### src/rtl/amd_pkg.sv
package amd_pkg;

    localparam int unsigned MARK_W = 8;

    localparam logic [MARK_W-1:0] DATA_MARK_DEF = 8'hA1;
    localparam logic [MARK_W-1:0] CLK_MARK_DEF  = 8'h0A;

    // Stream indices for the generated window registers
    localparam int unsigned STREAM_DATA = 0;
    localparam int unsigned STREAM_CLK  = 1;
    localparam int unsigned N_STREAMS   = 2;

    typedef struct packed {
        logic data_hit;
        logic clk_hit;
    } hit_t;

    typedef enum logic {
        LATCH_OPEN   = 1'b0,
        LATCH_LOCKED = 1'b1
    } latch_state_t;

    function automatic logic mark_coincident(hit_t h);
        return h.data_hit & h.clk_hit;
    endfunction

endpackage

### src/rtl/amd_shift_window.sv
module amd_shift_window #(
    parameter int unsigned W = 8
) (
    input  logic         clk,
    input  logic         rst,
    input  logic         en,
    input  logic         din,
    output logic [W-1:0] window
);

    always_ff @(posedge clk) begin
        if (rst) begin
            window <= '0;
        end else if (en) begin
            window <= {window[W-2:0], din};
        end
    end

endmodule

### src/rtl/amd_pattern_match.sv
module amd_pattern_match
    import amd_pkg::*;
#(
    parameter int unsigned   W          = 8,
    parameter logic [W-1:0]  DATA_MARK  = DATA_MARK_DEF,
    parameter logic [W-1:0]  CLK_MARK   = CLK_MARK_DEF
) (
    input  logic [W-1:0] data_win,
    input  logic [W-1:0] clk_win,
    output hit_t         hits
);

    always_comb begin
        hits.data_hit = (data_win == DATA_MARK);
        hits.clk_hit  = (clk_win == CLK_MARK);
    end

endmodule

### src/rtl/amd_mark_latch.sv
module amd_mark_latch
    import amd_pkg::*;
(
    input  logic clk,
    input  logic rst,
    input  logic search,
    input  hit_t hits,
    output logic found
);

    latch_state_t state_q;
    latch_state_t state_d;

    always_comb begin
        state_d = state_q;
        if (!search) begin
            state_d = LATCH_OPEN;
        end else if (mark_coincident(hits)) begin
            state_d = LATCH_LOCKED;
        end
    end

    always_ff @(posedge clk) begin
        if (rst) begin
            state_q <= LATCH_OPEN;
        end else begin
            state_q <= state_d;
        end
    end

    assign found = (state_q == LATCH_LOCKED);

endmodule

### src/rtl/amd_detector.sv
module amd_detector
    import amd_pkg::*;
#(
    parameter int unsigned   W          = MARK_W,
    parameter logic [W-1:0]  DATA_MARK  = DATA_MARK_DEF,
    parameter logic [W-1:0]  CLK_MARK   = CLK_MARK_DEF
) (
    input  logic         clk,
    input  logic         rst,
    input  logic         bit_en,
    input  logic         data_bit,
    input  logic         clk_bit,
    input  logic         search,
    output logic [W-1:0] data_window,
    output logic [W-1:0] clk_window,
    output logic         mark_found
);

    logic [N_STREAMS-1:0] serial_in;
    logic [W-1:0]         windows [N_STREAMS];
    hit_t                 hits;

    assign serial_in[STREAM_DATA] = data_bit;
    assign serial_in[STREAM_CLK]  = clk_bit;

    for (genvar s = 0; s < N_STREAMS; s++) begin : g_stream
        amd_shift_window #(.W(W)) u_win (
            .clk    (clk),
            .rst    (rst),
            .en     (bit_en),
            .din    (serial_in[s]),
            .window (windows[s])
        );
    end

    assign data_window = windows[STREAM_DATA];
    assign clk_window  = windows[STREAM_CLK];

    amd_pattern_match #(
        .W         (W),
        .DATA_MARK (DATA_MARK),
        .CLK_MARK  (CLK_MARK)
    ) u_match (
        .data_win (data_window),
        .clk_win  (clk_window),
        .hits     (hits)
    );

    amd_mark_latch u_latch (
        .clk    (clk),
        .rst    (rst),
        .search (search),
        .hits   (hits),
        .found  (mark_found)
    );

endmodule

### config.mk
export PLATFORM = sky130hd
export DESIGN_NAME = amd_detector
export DESIGN_NICKNAME = d
export VERILOG_FILES = /design/src/rtl/amd_pkg.sv /design/src/rtl/amd_shift_window.sv /design/src/rtl/amd_pattern_match.sv /design/src/rtl/amd_mark_latch.sv /design/src/rtl/amd_detector.sv
export SDC_FILE = /design/constraint.sdc
export NUM_CORES = 1
export LEC_CHECK = 0
export ABC_AREA = 1
export BUFFER_PORTS_ARGS = -buffer_cell sky130_fd_sc_hd__buf_2
export CAP_MARGIN = 20
export CORE_MARGIN = 2
export CORE_UTILIZATION = 49
export CTS_CLUSTER_SIZE = 28
export DETAILED_ROUTE_END_ITERATION = 10
export PLACE_DENSITY = 0.76
export SLEW_MARGIN = 10
export SYNTH_ARGS = -nofsm -noshare
export SYNTH_HDL_FRONTEND = slang
export SYNTH_HIERARCHICAL = 1
export SYNTH_SLANG_ARGS = --single-unit
### constraint.sdc
create_clock -name clk -period 0.95 [get_ports clk]
set_input_delay 0.1425 -clock clk [delete_from_list [all_inputs] [get_ports clk]]
set_output_delay 0.1425 -clock clk [all_outputs]
set_load 0.02 [all_outputs]
# Word-level counts from Yosys, hierarchy flattened
# Index checks and enable logic that the tools add are counted.
word_totals:
  regBits: 17
  output_inout_bits: 17
  wordCells: 8
classes:
  eq_ne: 2
  n_bitwise: 2
  n_reduce_logical: 1
op_table:
  columns: ["operator", "count"]
  rows:
  - ["== test 8 x 4 -> 1 bit (second input constant)", 1]
  - ["== test 8 bit (second input constant)", 1]
  - ["OR reduction 2 bit", 1]
  - ["AND 1 bit", 1]
  - ["NOT 1 bit", 1]

# Depth between registers and ports, before layout
depth:
  ltp_word: 2
  depth_mapped: 6
  ltp_nobuf: 6

# Cells and area by module
# Netlist, hierarchy kept.
by_module_without_submodules:
  columns: ["module", "n_inst", "cells_per_inst", "area_per_inst_um2"]
  rows:
  - ["amd_shift_window", 2, 51, 341.6]
  - ["amd_pattern_match", 1, 17, 68.8]
  - ["amd_mark_latch", 1, 6, 43.8]

# Worst setup path before layout
# No wires, ideal clock.
synth_timing:
  path_kind: "flip-flop to flip-flop"
  startpoint: "reg g_stream[0].u_win.window[5]"
  endpoint: "reg u_latch.state_q, in the netlist u_latch/found"
  setup_ps: 66
  arrival_time_ps: 859
  t_required_ps: 884
  path_slack_ps: 25
  stages_incl_launch_ff: 7
  path_buffers: 0
  synth_period_minus_slack_ps: 925
  cell_sequence: "dfxtp_1 > nand2_1 > inv_1 > nand2_1 > nor2_1 > nand2_1 > a21oi_2"
synth_rtl:
  columns: ["item", "line_no", "source"]
  rows:
  - ["start: declaration", "amd_shift_window.sv:8", "output logic [W-1:0] window"]
  - ["start signal: assignment", "amd_shift_window.sv:15", "window <= {window[W-2:0], din};"]
  - ["end signal: assignment", "amd_mark_latch.sv:27", "state_q <= state_d;"]
  - ["end: declaration", "amd_mark_latch.sv:11", "latch_state_t state_q;"]

# Worst setup path in the final report
layout_timing:
  startpoint: "reg g_stream[1].u_win.window[4]"
  endpoint: "out clk_window[4]"
layout_rtl:
  columns: ["item", "line_no", "source"]
  rows:
  - ["start: declaration", "amd_shift_window.sv:8", null]
  - ["start signal: assignment", "amd_shift_window.sv:15", null]
  - ["end: declaration", "amd_detector.sv:15", "output logic [W-1:0] clk_window,"]
# No word-level cell between the ends.

==> flow_summary.html <==
<table>
<tr><th>Metric</th><th>Value</th></tr>
<tr><th colspan="2">Timing</th></tr>
<tr><td>Highest clock rate</td><td>1087 MHz</td></tr>
<tr><td>Unrepaired setup endpoints after global routing</td><td>true</td></tr>
<tr><td>Max-slew violation count</td><td>0</td></tr>
<tr><td>Worst setup slack after layout</td><td>0.02989 ns</td></tr>
<tr><td>Setup skew after layout</td><td>0.002059 ns</td></tr>
<tr><td>Final setup violation count</td><td>0</td></tr>
<tr><td>Max_slew headroom</td><td>91.03%</td></tr>
<tr><td>Final critical path time including I/O delays and setup</td><td>0.9201 ns</td></tr>
<tr><td>Hold slack final</td><td>0.1016 ns</td></tr>
<tr><td>Final critical-path share of the clock period</td><td>96.85%</td></tr>
<tr><td>Hold Fails Final Rpt</td><td>0</td></tr>
<tr><td>Transition at the pin with the smallest max-transition slack</td><td>0.1343 ns</td></tr>
<tr><td>Sum of negative setup slack</td><td>0 ns</td></tr>
<tr><th colspan="2">Layout</th></tr>
<tr><td>Final #Nets</td><td>158</td></tr>
<tr><td>Commonest cells after routing, fill and taps aside</td><td>nand2_1, nor2_1, inv_1</td></tr>
<tr><td>Fraction of the core area covered by cells at the end of the flow</td><td>71.43%</td></tr>
<tr><td>Non-filler cells in the finished layout</td><td>167</td></tr>
<tr><td>Fraction of final layout cells sized beyond drive strength 1</td><td>35.76%</td></tr>
<tr><td>Most common cell after layout, fill and taps aside</td><td>nand2_1</td></tr>
<tr><td>Number of fill cells in the layout</td><td>132</td></tr>
<tr><td>Antenna cell count</td><td>0</td></tr>
<tr><td>Final design area excluding fillers</td><td>1076 µm²</td></tr>
<tr><td>Area growth syn-to-layout</td><td>35.22%</td></tr>
<tr><td>Multi-input logic area</td><td>324.1 µm²</td></tr>
<tr><td>Storage cell area</td><td>375.4 µm²</td></tr>
<tr><th colspan="2">Critical path</th></tr>
<tr><td>Category of the critical setup timing path</td><td>flop to output pin</td></tr>
<tr><td>Delay of the slowest cell on the worst path</td><td>0.38 ns</td></tr>
<tr><td>Worst endpoint required time</td><td>0.81 ns</td></tr>
<tr><td>Cells traversed along the worst timing path</td><td>buf_6</td></tr>
<tr><td>Worst path slowest cell</td><td>dfxtp_2</td></tr>
<tr><td>Worst Setup End Kind</td><td>output pin</td></tr>
<tr><td>Critical path fanouts, max</td><td>4</td></tr>
<tr><td>CP arrival</td><td>0.78 ns</td></tr>
<tr><td>Buffers plus inverters on the worst setup path</td><td>1</td></tr>
<tr><td>Cell family with the largest share of critical-path delay</td><td>flip-flops</td></tr>
<tr><td>Setup crit start kind</td><td>flop</td></tr>
<tr><th colspan="2">Placement</th></tr>
<tr><td>Count of input and output buffers</td><td>22</td></tr>
<tr><td>Post-detailed-placement cell area</td><td>900.9 µm²</td></tr>
<tr><td>Post-detailed-placement half-perimeter wirelength</td><td>1.031 mm</td></tr>
<tr><td>Post-placement worst setup slack</td><td>0.08824 ns</td></tr>
<tr><td>Routability congestion estimate from global placement</td><td>0.7746</td></tr>
<tr><td>Cell count after placement</td><td>160</td></tr>
<tr><th colspan="2">Route</th></tr>
<tr><td>Number of nets with antenna violations after detailed routing</td><td>0</td></tr>
<tr><td>Total wire length after detailed routing</td><td>1.653 mm</td></tr>
<tr><td>Detailed Route Iter0 Violations</td><td>15</td></tr>
<tr><td>Number of remaining DRC errors</td><td>0</td></tr>
<tr><td>First-pass DRT Iterations</td><td>4</td></tr>
<tr><td>Average detailed-routed wire length per instance</td><td>9.898 µm</td></tr>
<tr><td>Via count</td><td>760</td></tr>
<tr><td>Routed vias/inst</td><td>4.551</td></tr>
<tr><th colspan="2">Pwr</th></tr>
<tr><td>Max VDD drop</td><td>955.4 µV</td></tr>
<tr><td>Leak pwr</td><td>0.5644 nW</td></tr>
<tr><td>Internal power</td><td>1.073 mW</td></tr>
<tr><td>Clock power share</td><td>24.4%</td></tr>
<tr><td>Total power density per cell area</td><td>1400 nW/µm²</td></tr>
<tr><td>Switching Share</td><td>28.74%</td></tr>
<tr><td>Proportion of power drawn by combinational gates</td><td>22.0%</td></tr>
<tr><td>Share of total power in sequential cells</td><td>53.6%</td></tr>
<tr><td>Power dissipated by switching net loads</td><td>0.4329 mW</td></tr>
<tr><td>Total design power</td><td>1.506 mW</td></tr>
<tr><th colspan="2">Synth</th></tr>
<tr><td>Number of nets in the synthesized netlist</td><td>131</td></tr>
<tr><td>Yosys warnings</td><td>6</td></tr>
<tr><td>Share of cell area taken by muxes after synthesis</td><td>0%</td></tr>
<tr><td>Post-synthesis instance area</td><td>795.8 µm²</td></tr>
<tr><td>Dominant cells by area after synthesis</td><td>dfxtp_1, nand2_1, nor2_1, inv_1, buf_6</td></tr>
<tr><td>Number of distinct standard cells referenced by the synthesized netlist</td><td>8</td></tr>
<tr><td>Largest area contributor in the netlist</td><td>dfxtp_1</td></tr>
<tr><td>XOR/XNOR Fraction of Synth Area</td><td>0%</td></tr>
<tr><td>Synthesized netlist cell count</td><td>125</td></tr>
<tr><td>Total of flip-flops plus latches after synthesis</td><td>17</td></tr>
<tr><td>Adder and majority gate portion of the synthesized area</td><td>0%</td></tr>
<tr><td>Share of the yosys chip area belonging to registers</td><td>42.77%</td></tr>
<tr><td>Synth top area share</td><td>42.77%</td></tr>
<tr><td>Synthesized area per cell</td><td>6.366 µm²</td></tr>
<tr><td>Fraction of the mapped netlist area in compound gates</td><td>1.101%</td></tr>
<tr><td>Share of synthesized cell area in and, or, nand and nor gates</td><td>39.62%</td></tr>
<tr><td>Combinational family with the most area after synthesis</td><td>simple AND/OR/NAND/NOR gates</td></tr>
<tr><th colspan="2">Clock tree</th></tr>
<tr><td>Clock Latency Late Sink</td><td>0.27 ns</td></tr>
<tr><td>Number of clock sinks</td><td>17</td></tr>
<tr><td>Clk root buf</td><td>clkbuf_4</td></tr>
<tr><td>Number of H-tree branching levels</td><td>1</td></tr>
<tr><td>Reg clk slew, reported paths</td><td>0.09 ns</td></tr>
<tr><td>Clock tree from TritonCTS</td><td>done</td></tr>
<tr><td>Buffer depth of the longest clock path</td><td>2</td></tr>
<tr><td>Number of buffers added by the clock tree synthesis step</td><td>3</td></tr>
<tr><th colspan="2">Floorplanning</th></tr>
<tr><td>Initial core utilization</td><td>52.82%</td></tr>
<tr><td>Core Footprint</td><td>1506 µm²</td></tr>
<tr><td>Horizontal die dimension</td><td>44.30 µm</td></tr>
<tr><td>Boundary pin count</td><td>23</td></tr>
<tr><td>Die outline area</td><td>1962 µm²</td></tr>
<tr><td>Number of rows in the core area</td><td>14</td></tr>
<tr><td>Die height</td><td>44.30 µm</td></tr>
<tr><th colspan="2">Flow run</th></tr>
<tr><td>Number of violations of the max-capacitance limit</td><td>0</td></tr>
<tr><th colspan="2">Global routing</th></tr>
<tr><td>Initial antenna violation count</td><td>0</td></tr>
<tr><td>Grt total ovfl</td><td>0</td></tr>
<tr><td>Global-route wire length before repair</td><td>2.290 mm</td></tr>
<tr><td>Via count of the first global-routing pass</td><td>574</td></tr>
<tr><td>Largest net degree at the start of global routing</td><td>33</td></tr>
<tr><td>GRT Resource Usage Total</td><td>16.34%</td></tr>
<tr><th colspan="2">Worst hold path</th></tr>
<tr><td>Hold WC Path Type</td><td>input port to flop</td></tr>
<tr><th colspan="2">Status</th></tr>
<tr><td>Status</td><td>finished clean</td></tr>
</table>
[Yosys cell counts (all sizes together)]
| library cell | n |
|---|---|
| nor2 | 40 |
| inv | 23 |
| dfxtp | 17 |
| nand2 | 40 |
| a21oi | 1 |
| buf | 4 |
[sequential cells by signal, indices dropped and copies added (netlist names)]
signal                 cells
g_stream.u_win/window     16
u_latch/found              1
[layer usage]
layer / track usage (%) / share of wire, %
met1: 19.70 / 45
met2: 25.00 / 49
met3: 4.082 / 5.0
met4: 12.12 / 1.1
met5: 0 / 0
[cell type report]
cell class / instances / share of cell area, %
Inverter: 23 / 8.023
Timing Repair Buffer: 26 / 22.67
Tap cell: 16 / 1.860
Multi-Input combinational cell: 81 / 30.12
Clock buffer: 4 / 2.442
Sequential cell: 17 / 34.88
[tightest hold or removal path, stage by stage]
cell     delay [ns]
buf_2          0.10
nand2_1        0.07
a21oi_2        0.03
[what timing repair did]
item | 4_1_cts | 5_1_grt
endpoints found under the setup margin | 16 | 18
resized for setup | 30 | 22
pin swaps | 0 | 0
setup buffers | 0 | 3
hold buffers | 0 | 0
[kinds of logic after synthesis]
kind of cell / after synthesis
simple gates: 80
buf+inv: 27
flops: 17
compound gates: 1
[final timing paths]
check	startpoint	end	slack (ns)	cells past startpoint
setup / recovery	g_stream[1].u_win/window[4]	clk_window[4]	0.03	1
hold / removal	search	u_latch/found	0.10	3
setup reg to reg	g_stream[0].u_win/window[5]	u_latch/found	0.09	6
hold reg to reg	u_latch/found	u_latch/found	0.47	2
[power by group through the flow]
stage	registers (mW)	logic [mW]	clock network (mW)
finish	0.807	0.332	0.367
global route	0.813	0.365	0.412
CTS	0.808	0.295	0.387
detailed placement	0.813	0.270	0
global placement	0.811	0.266	0
floorplan	0.864	0.148	0
No activity file was read; power rests on OpenSTA's default activity.
